--- config.mk ---
export PLATFORM = sky130hd
export DESIGN_NAME = uart_tx_frac
export DESIGN_NICKNAME = d
export VERILOG_FILES = /design/src/rtl/uart_tx_frac_pkg.sv /design/src/rtl/utx_hold.sv /design/src/rtl/utx_shifter.sv /design/src/rtl/utx_rts.sv /design/src/rtl/uart_tx_frac.sv
export SDC_FILE = /design/constraint.sdc
export NUM_CORES = 1
export LEC_CHECK = 0
export BUFFER_PORTS_ARGS = -buffer_cell sky130_fd_sc_hd__buf_2
export CAP_MARGIN = 15
export CORE_UTILIZATION = 57
export DETAILED_ROUTE_END_ITERATION = 12
export GPL_TIMING_DRIVEN = 1
export PLACE_DENSITY = 0.83
export SLEW_MARGIN = 10
export SYNTH_ARGS = -nofsm -noshare
export SYNTH_HDL_FRONTEND = slang
export SYNTH_SLANG_ARGS = --single-unit
--- constraint.sdc ---
create_clock -name clk -period 2.8 [get_ports clk]
set_input_delay 0.28 -clock clk [delete_from_list [all_inputs] [get_ports clk]]
set_output_delay 0.28 -clock clk [all_outputs]
set_load 0.02 [all_outputs]
--- src/rtl/uart_tx_frac_pkg.sv ---
package uart_tx_frac_pkg;

  localparam int unsigned OVS    = 16;
  localparam int unsigned TCNT_W = $clog2(2 * OVS + 1);

  typedef enum logic [2:0] {
    PH_IDLE  = 3'd0,
    PH_START = 3'd1,
    PH_DATA  = 3'd2,
    PH_PAR   = 3'd3,
    PH_STOP  = 3'd4
  } phase_e;

  // enable pulses per bit
  function automatic logic [TCNT_W-1:0] bit_ticks(input logic ext1x);
    return ext1x ? TCNT_W'(1) : TCNT_W'(OVS);
  endfunction

  // stop period in enable pulses
  function automatic logic [TCNT_W-1:0] stop_ticks(input logic [3:0] code,
                                                    input logic       five,
                                                    input logic       ext1x);
    if (ext1x)
      return code[3] ? TCNT_W'(2) : TCNT_W'(1);
    else if (five || code[3])
      return TCNT_W'(17) + TCNT_W'(code);
    else
      return TCNT_W'(9) + TCNT_W'(code);
  endfunction

endpackage

--- src/rtl/utx_hold.sv ---
module utx_hold #(
  parameter int unsigned DATA_W = 8
) (
  input  logic              clk,
  input  logic              rst_n,
  input  logic              tx_enable,
  input  logic              wr_valid,
  input  logic [DATA_W-1:0] wr_data,
  input  logic              take,
  output logic              full,
  output logic [DATA_W-1:0] data
);

  logic accept;
  assign accept = wr_valid && tx_enable && !full;

  always_ff @(posedge clk or negedge rst_n) begin
    if (!rst_n) begin
      full <= 1'b0;
      data <= '0;
    end else if (accept) begin
      full <= 1'b1;
      data <= wr_data;
    end else if (take) begin
      full <= 1'b0;
    end
  end

endmodule

--- src/rtl/utx_shifter.sv ---
module utx_shifter
  import uart_tx_frac_pkg::*;
#(
  parameter int unsigned DATA_W   = 8,
  parameter int unsigned MIN_BITS = 5,
  parameter int unsigned LEN_W    = 2
) (
  input  logic              clk,
  input  logic              rst_n,
  input  logic              tick16,
  input  logic              hold_full,
  input  logic [DATA_W-1:0] hold_data,
  input  logic [LEN_W-1:0]  char_len,
  input  logic [1:0]        parity_mode,
  input  logic [3:0]        stop_code,
  input  logic              ext1x,
  input  logic              cts_en,
  input  logic              cts,
  output logic              take,
  output logic              idle,
  output logic              txd
);

  localparam int unsigned IDX_W = $clog2(DATA_W);

  // parity over bits 0..last_idx
  function automatic logic par_of(input logic [DATA_W-1:0] d,
                                  input logic [IDX_W-1:0]  last_idx,
                                  input logic [1:0]        mode);
    logic p;
    p = 1'b0;
    for (int i = 0; i < int'(DATA_W); i++)
      if (i <= int'(last_idx)) p = p ^ d[i];
    return (mode == 2'b10) ? ~p : p;
  endfunction

  phase_e              phase_q;
  logic [TCNT_W-1:0]   cnt_q, bt_q, stop_q, seg_len;
  logic [DATA_W-1:0]   sh_q;
  logic [IDX_W-1:0]    idx_q, last_q, last_next;
  logic                par_on_q, par_q;
  logic                gate, seg_end, slot_free;

  assign last_next = IDX_W'(MIN_BITS - 1) + IDX_W'(char_len);
  assign seg_len   = (phase_q == PH_STOP) ? stop_q : bt_q;
  assign seg_end   = tick16 && (phase_q != PH_IDLE) && (cnt_q == seg_len - 1'b1);
  assign gate      = !cts_en || cts;
  assign slot_free = (phase_q == PH_IDLE) || ((phase_q == PH_STOP) && seg_end);
  assign take      = tick16 && hold_full && gate && slot_free;
  assign idle      = (phase_q == PH_IDLE);

  always_comb begin
    unique case (phase_q)
      PH_START: txd = 1'b0;
      PH_DATA:  txd = sh_q[0];
      PH_PAR:   txd = par_q;
      default:  txd = 1'b1;
    endcase
  end

  always_ff @(posedge clk or negedge rst_n) begin
    if (!rst_n) begin
      phase_q  <= PH_IDLE;
      cnt_q    <= '0;
      bt_q     <= TCNT_W'(OVS);
      stop_q   <= TCNT_W'(OVS);
      sh_q     <= '0;
      idx_q    <= '0;
      last_q   <= '0;
      par_on_q <= 1'b0;
      par_q    <= 1'b0;
    end else if (take) begin
      phase_q  <= PH_START;
      cnt_q    <= '0;
      sh_q     <= hold_data;
      idx_q    <= '0;
      last_q   <= last_next;
      bt_q     <= bit_ticks(ext1x);
      stop_q   <= stop_ticks(stop_code, char_len == '0, ext1x);
      par_on_q <= (parity_mode == 2'b01) || (parity_mode == 2'b10);
      par_q    <= par_of(hold_data, last_next, parity_mode);
    end else if (tick16 && phase_q != PH_IDLE) begin
      if (seg_end) begin
        cnt_q <= '0;
        unique case (phase_q)
          PH_START: phase_q <= PH_DATA;
          PH_DATA: begin
            sh_q <= sh_q >> 1;
            if (idx_q == last_q) phase_q <= par_on_q ? PH_PAR : PH_STOP;
            else                 idx_q   <= idx_q + 1'b1;
          end
          PH_PAR:  phase_q <= PH_STOP;
          default: phase_q <= PH_IDLE;
        endcase
      end else begin
        cnt_q <= cnt_q + 1'b1;
      end
    end
  end

endmodule

--- src/rtl/utx_rts.sv ---
module utx_rts
  import uart_tx_frac_pkg::*;
(
  input  logic clk,
  input  logic rst_n,
  input  logic tick16,
  input  logic ext1x,
  input  logic rts_set,
  input  logic rts_en,
  input  logic cts_en,
  input  logic tx_enable,
  input  logic tx_empty,
  output logic rts
);

  logic [TCNT_W-1:0] cnt_q;
  logic              armed, expire;

  // CTS control takes precedence: both enables set disables auto negation
  assign armed  = rts_en && !cts_en && !tx_enable && tx_empty && rts;
  assign expire = armed && tick16 && (cnt_q == bit_ticks(ext1x) - 1'b1);

  always_ff @(posedge clk or negedge rst_n) begin
    if (!rst_n) begin
      cnt_q <= '0;
      rts   <= 1'b0;
    end else begin
      if (!armed)      cnt_q <= '0;
      else if (tick16) cnt_q <= expire ? '0 : cnt_q + 1'b1;
      if (rts_set)     rts <= 1'b1;
      else if (expire) rts <= 1'b0;
    end
  end

endmodule

--- src/rtl/uart_tx_frac.sv ---
module uart_tx_frac
  import uart_tx_frac_pkg::*;
#(
  parameter int unsigned DATA_W   = 8,
  parameter int unsigned MIN_BITS = 5,
  parameter int unsigned LEN_W    = 2
) (
  input  logic              clk,
  input  logic              rst_n,
  input  logic              tick16,
  input  logic              tx_enable,
  input  logic              wr_valid,
  input  logic [DATA_W-1:0] wr_data,
  input  logic [LEN_W-1:0]  char_len,
  input  logic [1:0]        parity_mode,
  input  logic [3:0]        stop_code,
  input  logic              ext1x,
  input  logic              cts_en,
  input  logic              cts,
  input  logic              rts_en,
  input  logic              rts_set,
  output logic              txd,
  output logic              rts,
  output logic              tx_rdy,
  output logic              tx_empty
);

  logic              hold_full;
  logic [DATA_W-1:0] hold_data;
  logic              start_evt;
  logic              sh_idle;

  utx_hold #(.DATA_W(DATA_W)) u_hold (
    .clk       (clk),
    .rst_n     (rst_n),
    .tx_enable (tx_enable),
    .wr_valid  (wr_valid),
    .wr_data   (wr_data),
    .take      (start_evt),
    .full      (hold_full),
    .data      (hold_data)
  );

  utx_shifter #(.DATA_W(DATA_W), .MIN_BITS(MIN_BITS), .LEN_W(LEN_W)) u_shift (
    .clk         (clk),
    .rst_n       (rst_n),
    .tick16      (tick16),
    .hold_full   (hold_full),
    .hold_data   (hold_data),
    .char_len    (char_len),
    .parity_mode (parity_mode),
    .stop_code   (stop_code),
    .ext1x       (ext1x),
    .cts_en      (cts_en),
    .cts         (cts),
    .take        (start_evt),
    .idle        (sh_idle),
    .txd         (txd)
  );

  assign tx_rdy   = !hold_full;
  assign tx_empty = !hold_full && sh_idle;

  utx_rts u_rts (
    .clk       (clk),
    .rst_n     (rst_n),
    .tick16    (tick16),
    .ext1x     (ext1x),
    .rts_set   (rts_set),
    .rts_en    (rts_en),
    .cts_en    (cts_en),
    .tx_enable (tx_enable),
    .tx_empty  (tx_empty),
    .rts       (rts)
  );

endmodule

==> results.cfg, run 1 <==
[worst_hold_path]
hp-class = input pin to flop

[clock_network]
tritoncts = built
h-tree-depth = 2
root_buffer = clkbuf_8
cts_made_buffers = 5
cts_resized = 0
path_clk_slew_ns = 0.10
clkSinkCount = 49
clock_latency_ns = 0.31
clockBufferDepth = 2

[finish]
finalNonFillerCells = 374
area_delta_synth_final_pct = 11.8
nets = 337
antenna_cells = 0
final_area_um2 = 3210
drive_gt1_frac = 0.283

[floorplanning]
design.die.area_um2 = 5320
core_um2 = 4790
rows = 25
fp.dieW_um = 73.0
die_h_um = 73.0
start_util = 0.600
pin_count = 30

[grt]
grt_overflow_total = 0
grt_pass1_vias = 1983
grt_usage = 0.225
antenna_found_initial = 0
grt_start_max_net_pins = 50
grt_first_pass_wirelength_mm = 9.08

[setup_path]
cp_top_family = multiplexers
crit_slowest_cell = or4_1
crit_type = flop to flop
worstPathRequired_ns = 3.00
slowest_delay_ns = 0.56
crit_fanout = 15
cp-end-kind = flop
arrival_ns = 2.87
worst-path-buf-inv = 0
crit_path_start_kind = flop
crit_chain = or4_1, mux2i_2, xor2_1, a211o_2, nand4_4, mux2_2, mux2_1

[sta]
hold_violations = 0
fmax_ghz = 0.375
finalCritPeriodShare = 0.952
timing.final.max_slew_violations = 0
rsz0062_at_grt = no
setup_viol = 0
fin_setup_tns_ns = 0
slew_headroom = 0.433
fin_skew_ns = 0.0152
tightest_slew_ns = 0.843
period_minus_slack_ns = 2.66

[power_and_ir_drop]
leakagePower_uw = 0.00143
p_total_uw = 2870
power.density_nw_per_um2 = 894
irDropWorstVdd_mv = 0.541

[detailed_routing]
wl_per_cell_um = 15.0
firstDrtPassIters = 4
drc = 0
wl_mm = 5.60
viasPerCell = 5.65
dr_total_vias = 2114
drt_iter0_markers = 95
ant_nets = 0

[logic_synthesis]
yosysWarnings = 0
synth_top_area_frac = 0.410
netlist_area_um2 = 2870
synth_edf_count = 0
yosys.area.top_type = dfrtp_1
syn_inst = 272
synthTopCellsByArea = dfrtp_1 (41%), mux2_2 (9.0%), nand2_1 (3.5%), xnor2_1 (3.4%), xor2_1 (3.4%)
synth_nets = 303
synthFlopType = dfrtp_1
synth_most_common_cell = dfrtp_1
synth_common_cells = dfrtp_1 (47), nand2_1 (27), mux2_2 (23), o21ai_0 (16), nor2_1 (13)
postSynthRegisterBits = 49
synth_cell_type_count = 55
synth_area_per_cell_um2 = 10.6
yosysSeqAreaShare = 0.428
async_reset_ff_frac = 1.00

[place]
place_area_um2 = 3070
port_buffers = 29
dp.cells = 362
gp_congestion = 0.791
dp_hpwl_mm = 4.01

[status]
status = complete, no violations

[job]
cap_violations = 0
-- per-layer routing --
layer,wire length [µm],share of wire,GRT usage
met5,0,0,0
met4,94,0.017,0.0850
met3,86,0.015,0.0359
met2,2710,0.48,0.361
met1,2710,0.48,0.308
-- per-stage QoR --
stage | setup slack [ns] | util | hold WS [ns]
floorplan | 0.305 | - | -0.0156
global placement | 0.244 | 0.641 | 0.456
detailed placement | 0.134 | 0.641 | 0.471
CTS | 0.127 | 0.661 | 0.146
global route | 0.00665 | 0.670 | 0.155
finish | 0.136 | 0.670 | 0.151
-- cells by family after synthesis --
group | synth area share
muxes | 0.156
xor gates and xnor gates | 0.0671
buffers and inverters | 0.0418
DFF | 0.428
AOI/OAI and AO/OA | 0.102
adders and majority gates | 0.0218
and+or+nand+nor | 0.184
-- cells in the final DEF (no fill, tap or decap), types with 3 or more instances in the layout --
master    synthesis  final
nand3_1          12     12
nor2_1           13     13
mux2i_1           7      7
or2_2             3      3
nor4_1            3      3
nand2_1          27     27
xnor2_1          11     11
mux2_1            8      8
a211o_1           3      3
o21a_1            3      3
dfrtp_1          47     47
clkbuf_8          0      5
nand2b_1          3      3
ha_1              5      5
mux2_2           23     23
o21ai_0          16     16
xor2_1           11     11
inv_1            12     12
or3_1             4      4
nor4bb_1          3      3
nor3_1            7      7
buf_4             1      8
a21oi_1           3      3
buf_2             3     29
-- worst reg2reg max path, stage by stage, from the launching register on --
cell and delay (ns):
dfrtp_1 0.45, or4_1 0.56, mux2i_2 0.25, xor2_1 0.11, a211o_2 0.35, nand4_4 0.18
mux2_2 0.37, mux2_1 0.29
-- sequential cells by signal (all words and copies together), names as in the netlist, 3 cells and up --
name             flops
u_hold.data          8
u_rts.cnt_q          6
u_shift.stop_q       6
u_shift.idx_q        3
u_shift.cnt_q        6
u_shift.last_q       3
u_shift.sh_q         8
u_shift.phase_q      3
-- final cells by class --
class | instances | area, µm²
fillers | 372 | 1580
repair buffers | 39 | 235
clock buffers | 5 | 68.8
multi-input cells | 199 | 1520
well taps | 67 | 83.8
flip-flops and latches | 49 | 1230
clock inverters | 3 | 25.0
inverters | 12 | 45.0
-- path summary, 6_finish.rpt --
check	start	cells after the start	slack, ns	end
hold reg to reg	u_shift.bt_q[4]	2	0.50	u_shift.bt_q[4]
setup reg to reg	u_shift.stop_q[1]	7	0.14	u_shift.sh_q[3]
min in group asynchronous	rst_n	2	0.36	u_rts.cnt_q[4]
setup / recovery	u_shift.stop_q[1]	7	0.14	u_shift.sh_q[3]
max in group asynchronous	rst_n	3	1.86	u_shift.bt_q[4]
hold / removal	rts_set	2	0.15	u_rts.rts
-- power breakdown --
group | total [µW] | internal (µW) | leakage (µW) | switching (µW)
clock network | 449 | 183 | 0.0000452 | 266
registers | 1250 | 981 | 0.000599 | 271
logic | 1170 | 605 | 0.000788 | 562
total | 2870 | 1770 | 0.00143 | 1100
-- timing repair --
action,CTS,global route
setup buffers,0,2
setup endpoints to repair,0,13
hold buffers,0,1
endpoints found under the hold margin,0,9
(Power assumes the default switching activity.)
==> run 2, diff against run 1 <==
Settings changed: CORE_UTILIZATION 57 to 59, PLACE_DENSITY 0.83 to 0.85.
==> run 2 against run 1 <==
Net effect:
- critical path depth stayed put
- register-to-register slack hardly changed
- utilization is 0.75 points higher
- routed wire length is 0.96% lower
- via count is 0.47% lower
- cell count is 3.7% lower
- flip-flop and latch count stayed put
- die area is 3.3% lower
- count of clock-buffer cells in the layout stayed put
- combinational power hardly changed
- critical path type unchanged
==> results.cfg, run 2 (synthesis results as in run 1) <==
[clock_network]
cts_resized = 0
h-tree-depth = 2
cts_hold_buf = 0
post-cts-setup-buffer-count = 0
clkSinkCount = 49
root_buffer = clkbuf_8
cts_made_buffers = 5
path_clk_slew_ns = 0.09
clock_latency_ns = 0.31
clockBufferDepth = 2
tritoncts = built

[floorplanning]
rows = 25
pin_count = 30
fp.dieW_um = 71.8
design.die.area_um2 = 5150
die_h_um = 71.8
start_util = 0.612
core_um2 = 4690

[sta]
slew_headroom = 0.500
fin_skew_ns = 0.00801
finalCritPeriodShare = 0.951
tightest_slew_ns = 0.745
period_minus_slack_ns = 2.66
rsz0062_at_grt = no
hold_violations = 0
setup_viol = 0
holdWs_ns = 0.151
fmax_ghz = 0.375
fin_setup_tns_ns = 0
setup_slack_ns = 0.137
timing.final.max_slew_violations = 0

[detailed_routing]
firstDrtPassIters = 4
wl_per_cell_um = 15.4
ant_nets = 0
wl_mm = 5.54
drt_iter0_markers = 83
viasPerCell = 5.84
drc = 0
dr_total_vias = 2104

[setup_path]
r2r-end = u_shift.sh_q[3]
cp-end-kind = flop
cp_top_family = simple AND/OR/NAND/NOR gates
crit_chain = nor4bb_1, xor2_1, and4_1, a211o_2, nand4_4, mux2_2, mux2_1
crit_slowest_cell = dfrtp_1
r2r_cells = 7
crit_start = u_shift.phase_q[0]
crit_type = flop to flop
slowest_delay_ns = 0.51
crit_path_start_kind = flop
r2r_slack_ns = 0.14
arrival_ns = 2.86
crit_fanout = 15
worstReg2RegStart = u_shift.phase_q[0]
worst-path-buf-inv = 0
worstPathRequired_ns = 3.00

[finish]
nets = 336
final_area_um2 = 3180
area_delta_synth_final_pct = 10.8
antenna_cells = 0
layout_common_cells = dfrtp_1 (47), buf_2 (29), nand2_1 (27)
finalNonFillerCells = 360
layout_commonest_cell = dfrtp_1
drive_gt1_frac = 0.281
nFillCells = 346
reg_top3 = u_hold.data x8, u_shift.sh_q x8

[status]
status = complete, no violations

[place]
gp_congestion = 0.823
dp.cells = 350
pre_cts_slack_ns = 0.179
port_buffers = 29
dp_hpwl_mm = 4.12
place_area_um2 = 3060

[power_and_ir_drop]
power.density_nw_per_um2 = 895
leakagePower_uw = 0.00142
irDropWorstVdd_mv = 0.580

[grt]
grt_usage = 0.242
grt_pass1_vias = 2051
antenna_found_initial = 0
grt_start_max_net_pins = 50
grt_overflow_total = 0
grt_first_pass_wirelength_mm = 9.61

[job]
cap_violations = 0

[worst_hold_path]
hold_depth = 2
hp-class = input pin to flop
min_to = u_rts.rts
hp-start = rts_set
[run 2: cell count changes in the layout (fill, tap and decap cells not counted)]
cell      before  now
buf_4          8    7
clkinv_2       0    1
inv_6          2    1
[run 2: area by class of cell]
type | instances | area, µm² | area share
Inverter | 12 | 45.0 | 0.0142
Timing Repair Buffer | 38 | 228 | 0.0716
Tap cell | 54 | 67.6 | 0.0212
Sequential cell | 49 | 1230 | 0.386
Clock inverter | 3 | 21.3 | 0.00669
Clock buffer | 5 | 68.8 | 0.0216
Multi-Input combinational cell | 199 | 1520 | 0.478
[run 2: worst reg2reg max path, cell delays in order (launching register included)]
cell      delay [ns]
dfrtp_1         0.51
nor4bb_1        0.44
xor2_1          0.18
and4_1          0.24
a211o_2         0.35
nand4_4         0.18
mux2_2          0.37
mux2_1          0.29
[run 2: worst max path at each step]
| stage | endpoint | depth (start not counted) |
|---|---|---|
| 2_1_floorplan | u_shift.sh_q[6] | 8 |
| 3_3_place_gp | u_shift.sh_q[5] | 7 |
| 3_5_place_dp | u_shift.sh_q[1] | 7 |
| 4_1_cts | u_shift.sh_q[3] | 7 |
| 5_1_grt | u_shift.sh_q[3] | 7 |
| 6_report | u_shift.sh_q[3] | 7 |
[run 2: power breakdown]
part,internal [µW],leakage (µW),switching (µW),total [µW]
clock,178,0.0000445,250,428
combinational,609,0.000782,559,1170
sequential,982,0.000599,269,1250
total,1770,0.00142,1080,2850
[run 2: through the flow]
stage / util / power, µW
after floorplan: - / 2140
after global routing: 0.678 / 3030
after detailed placement: 0.652 / 2420
after global placement: 0.652 / 2350
after CTS: 0.671 / 2850
final: 0.678 / 2850
[run 2: per-layer routing]
metal,vias up,global-route usage,part of all wire
met5,-,0,0
met4,0,0.107,0.028
met3,13,0.0380,0.025
met2,34,0.395,0.50
met1,1025,0.320,0.45
li1,1032,-,-
